### config.mk
export PLATFORM = sky130hd
export DESIGN_NAME = flash_sector_erase_ctrl
export DESIGN_NICKNAME = d
export VERILOG_FILES = /design/src/rtl/flash_sector_erase_pkg.sv /design/src/rtl/fsec_cmd_decode.sv /design/src/rtl/fsec_countdown.sv /design/src/rtl/fsec_status_view.sv /design/src/rtl/flash_sector_erase_ctrl.sv
export SDC_FILE = /design/constraint.sdc
export NUM_CORES = 1
export LEC_CHECK = 0
export ABC_AREA = 1
export BUFFER_PORTS_ARGS = -buffer_cell sky130_fd_sc_hd__buf_4
export CORE_AREA = 10 10 79 81
export CTS_CLUSTER_SIZE = 28
export DETAILED_ROUTE_END_ITERATION = 8
export DIE_AREA = 0 0 89 91
export PLACE_DENSITY = 0.87
export SYNTH_ARGS = -nofsm -noshare
export SYNTH_HDL_FRONTEND = slang
export SYNTH_SLANG_ARGS = --single-unit
### constraint.sdc
create_clock -name clk -period 2.1 [get_ports clk]
set_clock_uncertainty 0.1 [all_clocks]
set_input_delay 0.105 -clock clk [delete_from_list [all_inputs] [get_ports clk]]
set_output_delay 0.105 -clock clk [all_outputs]
set_load 0.02 [all_outputs]
### src/rtl/flash_sector_erase_pkg.sv
package flash_sector_erase_pkg;

    localparam int CMD_ADDR_W = 11;
    localparam logic [CMD_ADDR_W-1:0] UNLOCK_ADDR_A = 11'h555;
    localparam logic [CMD_ADDR_W-1:0] UNLOCK_ADDR_B = 11'h2AA;

    localparam logic [7:0] CODE_UNLOCK_A = 8'hAA;
    localparam logic [7:0] CODE_UNLOCK_B = 8'h55;
    localparam logic [7:0] CODE_SETUP    = 8'h80;
    localparam logic [7:0] CODE_SECTOR   = 8'h30;
    localparam logic [7:0] CODE_CHIP     = 8'h10;
    localparam logic [7:0] CODE_SUSPEND  = 8'hB0;

    typedef enum logic [3:0] {
        ST_IDLE,
        ST_UNL1,
        ST_UNL2,
        ST_SETUP,
        ST_UNL3,
        ST_UNL4,
        ST_WINDOW,
        ST_ERASE,
        ST_SPEND,
        ST_SUSP,
        ST_CHIP
    } fsec_state_e;

    typedef struct packed {
        logic at_a;
        logic at_b;
        logic d_aa;
        logic d_55;
        logic d_80;
        logic d_30;
        logic d_10;
        logic d_b0;
    } fsec_cmd_t;

endpackage

### src/rtl/fsec_cmd_decode.sv
module fsec_cmd_decode
    import flash_sector_erase_pkg::*;
#(
    parameter int NUM_SECT = 8,
    parameter int SEC_W    = $clog2(NUM_SECT)
) (
    input  logic [CMD_ADDR_W+SEC_W-1:0] addr,
    input  logic [7:0]                  data,
    output fsec_cmd_t                   cmd,
    output logic [NUM_SECT-1:0]         sec_bit
);

    localparam int ADDR_W = CMD_ADDR_W + SEC_W;

    logic [SEC_W-1:0] sec_idx;

    always_comb begin
        sec_idx  = addr[ADDR_W-1 -: SEC_W];
        cmd.at_a = (addr[CMD_ADDR_W-1:0] == UNLOCK_ADDR_A);
        cmd.at_b = (addr[CMD_ADDR_W-1:0] == UNLOCK_ADDR_B);
        cmd.d_aa = (data == CODE_UNLOCK_A);
        cmd.d_55 = (data == CODE_UNLOCK_B);
        cmd.d_80 = (data == CODE_SETUP);
        cmd.d_30 = (data == CODE_SECTOR);
        cmd.d_10 = (data == CODE_CHIP);
        cmd.d_b0 = (data == CODE_SUSPEND);
    end

    // one-hot sector select; indexes past NUM_SECT select nothing
    for (genvar g = 0; g < NUM_SECT; g++) begin : g_sec
        assign sec_bit[g] = (sec_idx == SEC_W'(g));
    end

endmodule

### src/rtl/fsec_countdown.sv
module fsec_countdown #(
    parameter int WIDTH = 8
) (
    input  logic             clk,
    input  logic             rst_n,
    input  logic             load,
    input  logic [WIDTH-1:0] load_val,
    input  logic             run,
    output logic             last
);

    logic [WIDTH-1:0] cnt_d, cnt_q;

    always_comb begin
        cnt_d = cnt_q;
        if (load) begin
            cnt_d = load_val;
        end else if (run && cnt_q != '0) begin
            cnt_d = cnt_q - 1'b1;
        end
    end

    always_ff @(posedge clk or negedge rst_n) begin
        if (!rst_n) begin
            cnt_q <= '0;
        end else begin
            cnt_q <= cnt_d;
        end
    end

    assign last = run && (cnt_q == WIDTH'(1));

    AST_CNT_FROZEN: assert property (@(posedge clk) disable iff (!rst_n) (!run && !load) |=> $stable(cnt_q));
    AST_CNT_NO_WRAP: assert property (@(posedge clk) disable iff (!rst_n) (run && !load && cnt_q == '0) |=> (cnt_q == '0));

endmodule

### src/rtl/fsec_status_view.sv
module fsec_status_view
    import flash_sector_erase_pkg::*;
#(
    parameter int NUM_SECT = 8,
    parameter int SEC_W    = $clog2(NUM_SECT)
) (
    input  logic                clk,
    input  logic                rst_n,
    input  fsec_state_e         st,
    input  logic [NUM_SECT-1:0] mask,
    input  logic [SEC_W-1:0]    rd_sector,
    output logic                ready,
    output logic                rd_status_sel,
    output logic                stat_window_done,
    output logic                stat_erasing,
    output logic                stat_suspended
);

    logic [NUM_SECT-1:0] rd_bit;
    logic                op_open;

    for (genvar g = 0; g < NUM_SECT; g++) begin : g_rd
        assign rd_bit[g] = (rd_sector == SEC_W'(g));
    end

    always_comb begin
        stat_erasing     = (st == ST_ERASE) || (st == ST_SPEND) || (st == ST_CHIP);
        stat_suspended   = (st == ST_SUSP);
        stat_window_done = stat_erasing || stat_suspended;
        ready            = !stat_erasing;
        op_open          = stat_window_done || (st == ST_WINDOW);
        rd_status_sel    = op_open && ((rd_bit & mask) != '0);
    end

    AST_IDLE_ARRAY_READ: assert property (@(posedge clk) disable iff (!rst_n) (st == ST_IDLE) |-> !rd_status_sel);

endmodule

### src/rtl/flash_sector_erase_ctrl.sv
module flash_sector_erase_ctrl
    import flash_sector_erase_pkg::*;
#(
    parameter int NUM_SECT  = 8,
    parameter int SEC_W     = $clog2(NUM_SECT),
    parameter int WIN_CYC   = 40,
    parameter int ERASE_CYC = 200,
    parameter int SUSP_LAT  = 8
) (
    input  logic                        clk,
    input  logic                        rst_n,
    input  logic                        wr_en,
    input  logic [CMD_ADDR_W+SEC_W-1:0] wr_addr,
    input  logic [7:0]                  wr_data,
    input  logic [SEC_W-1:0]            rd_sector,
    output logic                        ready,
    output logic [NUM_SECT-1:0]         erase_mask,
    output logic                        rd_status_sel,
    output logic                        stat_window_done,
    output logic                        stat_erasing,
    output logic                        stat_suspended
);

    localparam int WIN_W = $clog2(WIN_CYC + 1);
    localparam int ER_W  = $clog2(ERASE_CYC + 1);
    localparam int SL_W  = $clog2(SUSP_LAT + 1);

    typedef struct packed {
        fsec_state_e         st;
        logic [NUM_SECT-1:0] mask;
    } ctrl_t;

    ctrl_t               ctrl_d, ctrl_q;
    fsec_cmd_t           cmd;
    logic [NUM_SECT-1:0] sec_bit;
    logic                win_load, win_run, win_last;
    logic                er_load, er_run, er_last;
    logic                sl_load, sl_run, sl_last;

    fsec_cmd_decode #(
        .NUM_SECT (NUM_SECT),
        .SEC_W    (SEC_W)
    ) u_decode (
        .addr    (wr_addr),
        .data    (wr_data),
        .cmd     (cmd),
        .sec_bit (sec_bit)
    );

    fsec_countdown #(.WIDTH(WIN_W)) u_win_timer (
        .clk      (clk),
        .rst_n    (rst_n),
        .load     (win_load),
        .load_val (WIN_W'(WIN_CYC)),
        .run      (win_run),
        .last     (win_last)
    );

    fsec_countdown #(.WIDTH(ER_W)) u_erase_timer (
        .clk      (clk),
        .rst_n    (rst_n),
        .load     (er_load),
        .load_val (ER_W'(ERASE_CYC)),
        .run      (er_run),
        .last     (er_last)
    );

    fsec_countdown #(.WIDTH(SL_W)) u_susp_timer (
        .clk      (clk),
        .rst_n    (rst_n),
        .load     (sl_load),
        .load_val (SL_W'(SUSP_LAT)),
        .run      (sl_run),
        .last     (sl_last)
    );

    always_comb begin
        win_run = (ctrl_q.st == ST_WINDOW);
        er_run  = (ctrl_q.st == ST_ERASE) || (ctrl_q.st == ST_SPEND) || (ctrl_q.st == ST_CHIP);
        sl_run  = (ctrl_q.st == ST_SPEND);
    end

    always_comb begin
        ctrl_d   = ctrl_q;
        win_load = 1'b0;
        er_load  = 1'b0;
        sl_load  = 1'b0;
        unique case (ctrl_q.st)
            ST_IDLE: begin
                if (wr_en && cmd.at_a && cmd.d_aa) begin
                    ctrl_d.st = ST_UNL1;
                end
            end
            ST_UNL1: begin
                if (wr_en) begin
                    ctrl_d.st = (cmd.at_b && cmd.d_55) ? ST_UNL2 : ST_IDLE;
                end
            end
            ST_UNL2: begin
                if (wr_en) begin
                    ctrl_d.st = (cmd.at_a && cmd.d_80) ? ST_SETUP : ST_IDLE;
                end
            end
            ST_SETUP: begin
                if (wr_en) begin
                    ctrl_d.st = (cmd.at_a && cmd.d_aa) ? ST_UNL3 : ST_IDLE;
                end
            end
            ST_UNL3: begin
                if (wr_en) begin
                    ctrl_d.st = (cmd.at_b && cmd.d_55) ? ST_UNL4 : ST_IDLE;
                end
            end
            ST_UNL4: begin
                if (wr_en) begin
                    if (cmd.d_30) begin
                        ctrl_d.st   = ST_WINDOW;
                        ctrl_d.mask = sec_bit;
                        win_load    = 1'b1;
                    end else if (cmd.at_a && cmd.d_10) begin
                        ctrl_d.st   = ST_CHIP;
                        ctrl_d.mask = '1;
                        er_load     = 1'b1;
                    end else begin
                        ctrl_d.st = ST_IDLE;
                    end
                end
            end
            ST_WINDOW: begin
                if (wr_en) begin
                    if (cmd.d_30) begin
                        ctrl_d.mask = ctrl_q.mask | sec_bit;
                        win_load    = 1'b1;
                    end else if (cmd.d_b0) begin
                        ctrl_d.st = ST_SUSP;
                        er_load   = 1'b1;
                    end else begin
                        ctrl_d.st   = ST_IDLE;
                        ctrl_d.mask = '0;
                    end
                end else if (win_last) begin
                    ctrl_d.st = ST_ERASE;
                    er_load   = 1'b1;
                end
            end
            ST_ERASE: begin
                if (er_last) begin
                    ctrl_d.st   = ST_IDLE;
                    ctrl_d.mask = '0;
                end else if (wr_en && cmd.d_b0) begin
                    ctrl_d.st = ST_SPEND;
                    sl_load   = 1'b1;
                end
            end
            ST_SPEND: begin
                if (er_last) begin
                    ctrl_d.st   = ST_IDLE;
                    ctrl_d.mask = '0;
                end else if (sl_last) begin
                    ctrl_d.st = ST_SUSP;
                end
            end
            ST_SUSP: begin
                if (wr_en && cmd.d_30) begin
                    ctrl_d.st = ST_ERASE;
                end
            end
            ST_CHIP: begin
                if (er_last) begin
                    ctrl_d.st   = ST_IDLE;
                    ctrl_d.mask = '0;
                end
            end
            default: begin
                ctrl_d.st   = ST_IDLE;
                ctrl_d.mask = '0;
            end
        endcase
    end

    always_ff @(posedge clk or negedge rst_n) begin
        if (!rst_n) begin
            ctrl_q.st   <= ST_IDLE;
            ctrl_q.mask <= '0;
        end else begin
            ctrl_q <= ctrl_d;
        end
    end

    assign erase_mask = ctrl_q.mask;

    fsec_status_view #(
        .NUM_SECT (NUM_SECT),
        .SEC_W    (SEC_W)
    ) u_view (
        .clk              (clk),
        .rst_n            (rst_n),
        .st               (ctrl_q.st),
        .mask             (ctrl_q.mask),
        .rd_sector        (rd_sector),
        .ready            (ready),
        .rd_status_sel    (rd_status_sel),
        .stat_window_done (stat_window_done),
        .stat_erasing     (stat_erasing),
        .stat_suspended   (stat_suspended)
    );

    AST_MISMATCH_UNL1: assert property (@(posedge clk) disable iff (!rst_n) (ctrl_q.st == ST_UNL1 && wr_en && !(cmd.at_b && cmd.d_55)) |=> (ctrl_q.st == ST_IDLE));
    AST_MISMATCH_UNL2: assert property (@(posedge clk) disable iff (!rst_n) (ctrl_q.st == ST_UNL2 && wr_en && !(cmd.at_a && cmd.d_80)) |=> (ctrl_q.st == ST_IDLE));
    AST_ERASE_MASK_HELD: assert property (@(posedge clk) disable iff (!rst_n) (ctrl_q.st == ST_ERASE && $past(ctrl_q.st == ST_ERASE)) |-> $stable(erase_mask));
    AST_WIN_SUSPEND: assert property (@(posedge clk) disable iff (!rst_n) (ctrl_q.st == ST_WINDOW && wr_en && cmd.d_b0) |=> (stat_suspended && ready));
    AST_CHIP_NO_SUSPEND: assert property (@(posedge clk) disable iff (!rst_n) (ctrl_q.st == ST_CHIP) |=> !stat_suspended);
    AST_IDLE_NO_MASK: assert property (@(posedge clk) disable iff (!rst_n) (ctrl_q.st == ST_IDLE) |-> (erase_mask == '0));
    AST_DONE_RELEASES: assert property (@(posedge clk) disable iff (!rst_n) $fell(stat_window_done) && !stat_suspended |-> (erase_mask == '0));

endmodule

Word-level counts from Yosys, hierarchy flattened
Cells that the tools add are included.

ROM bits: 0. Bits in latches: 0. Word-level logic and storage cells: 146. Input bits: 28. Memories kept: 0. Flip-flop bits (word level): 30. Output and inout bits: 13. Memory bits (writable): 0.

Reduce and logical (&&, ||, !) cells: 35. Bitwise operators: 3. $lt $le $gt $ge: 0. Mux-type cells: 49. Eq/ne operators: 51. Multipliers: 0. Divide/modulo/power cells: 0. $add $sub $neg: 3. Shift-type cells: 0.

Operators by type and width (number): $mux 4 (17); $mux 8 (7); $pmux 4 s11 (1); $pmux 8 s5 (1); $mux 12 (3); $eq 3x3->1 const B (8); $eq 8x8->1 const B (3); $eq 4x3->1 const B (4); $ne 2x2->1 const B (8); $reduce_bool 8->1 (2); $logic_and 1x1->1 (15); $ne 3x3->1 const B (5); $mux 1 (13); $eq 3x2->1 const B (4); $eq 4x4->1 const B (3); $mux 6 (2); $reduce_and 12->1 (1); $eq 11x10->1 const B (1); $eq 11x11->1 const B (1); $and 8x8->8 (1); $eq 4x1->1 const B (2); $eq 4x2->1 const B (2); $eq 8x1->1 const B (1); $eq 8x5->1 const B (1); 24 further kinds (35).

Depth between registers and ports, before layout
Word-level depth: 7. Mapped depth: 12. Depth with buffers taken out: 12.

Modules after synthesis
A second synthesis with hierarchy kept.

Cell total of the unflattened synthesis: 471. Area, all modules: 2964.1 sq um.

By module, submodules not included: flash_sector_erase_ctrl (area an instance 1126.1 sq um, seq. area each 300.3 sq um, cells an instance 183, instances 1); fsec_countdown at u_erase_timer (area an instance 634.4 sq um, seq. area each 200.2 sq um, cells an instance 90, instances 1); fsec_countdown at u_win_timer (area an instance 485.5 sq um, seq. area each 150.1 sq um, cells an instance 65, instances 1); fsec_countdown at u_susp_timer (area an instance 304.0 sq um, seq. area each 100.1 sq um, cells an instance 41, instances 1); fsec_cmd_decode (area an instance 272.8 sq um, seq. area each 0.0 sq um, cells an instance 59, instances 1); fsec_status_view (area an instance 141.4 sq um, seq. area each 0.0 sq um, cells an instance 33, instances 1).

Worst setup path after synthesis
OpenSTA, ideal clock, no wires.

Kind: flip-flop to output port. From: reg, netlist name ctrl_q[9]. To: out rd_status_sel. Data required time: 1895 ps. Setup slack: 397 ps. Buffers on the path: 0. Arrival: 1498 ps. Stages on the path, launching flop included: 9. Cell sequence: dfrtp_1 nand2_2 inv_2 nand2_1 nand3_4 inv_2 nand2_1 o221ai_1 inv_1.

Cells in the longest elaborated chain, start to end: 6. Elaborated cells between the ends (all ways): 10. Those cells by class: 5 x eq/ne; 5 x reduce/logical.

RTL lines: $eq 4x3->1 or $eq 4x4->1 (tied branches) (RTL line fsec_status_view.sv:27) `stat_erasing = (st == ST_ERASE) || (st == ST_SPEND) || (st == ST_CHIP);`; $logic_or 1x1->1 (RTL line fsec_status_view.sv:27); $logic_or 1x1->1 * (RTL line fsec_status_view.sv:27); net stat_erasing (RTL line flash_sector_erase_ctrl.sv:20) `output logic stat_erasing,`; $logic_or 1x1->1 * (RTL line fsec_status_view.sv:29) `stat_window_done = stat_erasing || stat_suspended;`; net stat_window_done (RTL line flash_sector_erase_ctrl.sv:19) `output logic stat_window_done,`; $logic_or 1x1->1 * (RTL line fsec_status_view.sv:31) `op_open = stat_window_done || (st == ST_WINDOW);`; $logic_and 1x1->1 * (RTL line fsec_status_view.sv:32) `rd_status_sel = op_open && ((rd_bit & mask) != '0);`; end: declaration (RTL line flash_sector_erase_ctrl.sv:18) `output logic rd_status_sel,`.

Mark *: on every way through the listed nets, which the timed path passes. The rest lies on a longest branch.

Worst setup path after layout
From: reg, netlist name ctrl_q[9]. To: out rd_status_sel.

Cells in the longest elaborated chain, start to end: 6. Elaborated cells between the ends (all ways): 10. Those cells by class: 5 x eq/ne; 5 x reduce/logical.

RTL lines (RTL line): $eq 4x3->1 or $eq 4x4->1 (tied branches) (fsec_status_view.sv:27); $logic_or 1x1->1 (2 in a row) (fsec_status_view.sv:27); $logic_or 1x1->1 (fsec_status_view.sv:29); $logic_or 1x1->1 * (fsec_status_view.sv:31); $logic_and 1x1->1 * (fsec_status_view.sv:32).

Every way passes the cells marked *; elsewhere a longest branch is shown, timed or not.

==> results by group <==
Setup path
  – Terminus of the critical flop-to-flop path: ctrl_q[11]$_DFFE_PN0P_
  – Critical path data arrival time: 1770 ps
  – Largest driver fanout on the critical path: 6
  – Required @ worst endpoint: 1890 ps
  – Critical Path Source Type: flop
  – Slowest Stage Delay on Critical Path: 430 ps
  – Worst R2R Setup Slack: 280 ps
  – Reg-to-reg startpoint: ctrl_q[10]$_DFFE_PN0P_
  – Reg2reg path depth: 11
  – Critical path capture point type: primary output
  – Worst Setup Path Type: reg2out
  – Sequence of cells on the critical path: nor2_1 -> nand2_2 -> nand3_4 -> inv_2 -> nand2_1 -> o221ai_1 -> inv_1 -> buf_4
  – Crit path max-delay cell type: dfrtp_1

Final layout
  – Final standard cell area without fillers: 3030 um^2
  – Multi-input gate area: 1530 um^2
  – Sequential cell area: 751 um^2
  – Most common library cell in the layout ignoring fill and taps: nand2_1
  – Net total in the final layout: 484
  – Ratio of cells with drive above 1 in the final layout: 18.5%
  – Filler Cells Inserted: 436
  – Area Overhead vs Synth: 16.1%
  – Post-layout utilization of the core: 65.0%
  – Filler-free cell count of the finished design: 502
  – Antenna diode count: 0
  – Most frequent cells in the layout: 114 x nand2_1, 56 x inv_1, 44 x nor2_1, 42 x buf_4, 40 x nand3_1

Run
  – Count of maximum capacitance violations: 0

Global routing
  – Maximum number of pins on one net before global-route repair: 31
  – Number of global-route vias before repair: 2534
  – Global-route wire length before repair: 11.0 mm
  – Global-route usage over all layers: 16.4%
  – Grt ovf: 0
  – Antenna violations before repair: 0

CTS
  – Clk sinks: 30
  – Deepest level of the CTS H-tree: 2
  – Hold-fix buffer count after cts: 1
  – Num CTS Buffers: 5
  – Post-CTS Setup Repair Bufs: 0
  – Clk buf depth: 2
  – Root cell of the clock tree: clkbuf_8
  – Clk_lat worst skew: 280 ps
  – TritonCTS clock tree: yes
  – Number of cells upsized or downsized after cts: 0
  – Clock edge transition at the registers on the reported setup and hold paths: 70 ps

Timing
  – Fmax: 507 MHz
  – Sum Neg Setup Slack: 0 ps
  – Fraction of the cycle the final worst path needs: 93.9%
  – Final-report max-slew violation count: 0
  – Final Hold Fails: 0
  – Setup violators final: 0
  – Relative max-transition margin: 72.0%
  – Minimum clock period: 1970 ps
  – Setup repair after global routing missed its margin: no
  – Slew at the pin closest to its max-slew limit: 417 ps

Die
  – Chip width: 89 um
  – Initial core utilization: 56.0%
  – Vertical die dimension: 91 um
  – Die area: 8100 um^2
  – I/O Pins: 41
  – Std-Cell Core Area: 4660 um^2
  – Row count: 25

Place
  – Cell count after placement: 493
  – Placed cell areas: 2910 um^2
  – Number of input and output port buffers inserted: 40
  – Final weighted congestion in routability-driven placement: 0.967
  – Hpwl dp: 5.15 mm

Yosys
  – Syn_nets: 446
  – Number of synthesized flops with an enable pin: 0
  – Total number of yosys warnings: 0
  – Asr flop ratio synth: 100%
  – Mean post-synth cell area: 6.38 um^2
  – Number of cells produced by synthesis: 409
  – Yosys cell types: 31
  – Primary FF master, synth: dfrtp_1
  – Netlist area before placement: 2610 um^2
  – Number of synthesized register bits: 30
  – Proportion of synthesized chip area in sequential cells: 28.8%

Drt
  – Routed wirelength normalized by instance count: 12.9 um
  – First-pass DRT Iterations: 5
  – Total routed wirelength: 6.50 mm
  – Antenna violation net count after detailed routing: 0
  – 1st-iter DRT viols: 148
  – Total number of vias: 2681
  – Vias per inst: 5.34
  – Remaining routing DRC violations: 0

Power and ir drop
  – Power density over cell area: 476 nW/um^2
  – Static leakage power: 1.67 nW
  – Overall power after layout: 1.44 mW
  – Worst voltage drop across the vdd grid: 432 uV

Hold path
  – Hold Crit Class: in2async

Run status
  – Result of the run: finished, final reports clean
-- worst max-delay path: cells and delay by family (launching register included) --
family	cells	cell delay (ps)
buffers and inverters	3	270
AO/OA/AOI/OAI	1	120
flip-flops	1	430
AND/OR/NAND/NOR	4	680
-- cell usage after synthesis (6+ instances only) --
master	n	share of area (%)
o21ai_0	16	3.1
nand4_1	7	1.7
buf_4	9	2.6
dfrtp_1	30	29
inv_2	10	1.4
nand2_1	114	16
nor2_1	44	6.3
nand3_1	40	7.7
nand2_2	6	1.4
ha_1	9	4.3
nor3_1	12	2.3
inv_1	56	8.1
a21oi_1	15	2.9
-- per-stage QoR --
step	worst slack (ps)	hold WS (ps)
floorplan	397	-291
global placement	329	-41.5
detailed placement	300	-40.2
CTS	117	195
global route	16.9	227
finish	129	177
-- area by class of cell --
cell class,count,share of cell area (%)
clock inverters,3,1.32
inverters,66,8.18
clock buffers,5,2.27
repair buffers,43,10.7
flip-flops and latches,30,24.8
well taps,54,2.23
multi-input cells,301,50.5
-- registers in the layout, indices dropped and copies added (netlist names) --
signal,count
u_erase_timer.cnt_q,8
ctrl_q,4
u_susp_timer.cnt_q,4
u_win_timer.cnt_q,6
erase_mask,8
-- worst max-delay path by stage --
stage,start,endpoint,slack [ps],cells after the start
floorplan,ctrl_q[9]$_DFFE_PN0P_,rd_status_sel,400,8
global placement,ctrl_q[10]$_DFFE_PN0P_,u_erase_timer.cnt_q[5]$_DFFE_PN0P_,330,11
detailed placement,ctrl_q[10]$_DFFE_PN0P_,u_erase_timer.cnt_q[5]$_DFFE_PN0P_,300,11
CTS,ctrl_q[9]$_DFFE_PN0P_,rd_status_sel,120,8
global route,ctrl_q[9]$_DFFE_PN0P_,rd_status_sel,20,8
finish,ctrl_q[9]$_DFFE_PN0P_,rd_status_sel,130,8
-- power breakdown --
part           switching (mW)  total (mW)  internal, mW
Combinational           0.176       0.275        0.0983
Clock                   0.223       0.572         0.349
Sequential            0.00686       0.595         0.588
-- metal layers --
metal	track usage, %	vias up	wire length, um
met3	4.02	10	437
met4	4.64	0	91
li1	-	1362	-
met1	18.5	1228	2620
met2	29.4	81	3340
met5	0	-	0
-- logic make-up (layout without fill, tap and decap cells) --
logic type	Yosys count	in the layout	synth area share, %
and+or+nand+nor	245	245	43.7
buffers and inverters	78	117	12.6
AOI/OAI and AO/OA	42	42	8.97
DFF	30	30	28.8
adders and majority gates	9	9	4.31
xor gates and xnor gates	5	5	1.68
Power figures use the tool's default switching activity.
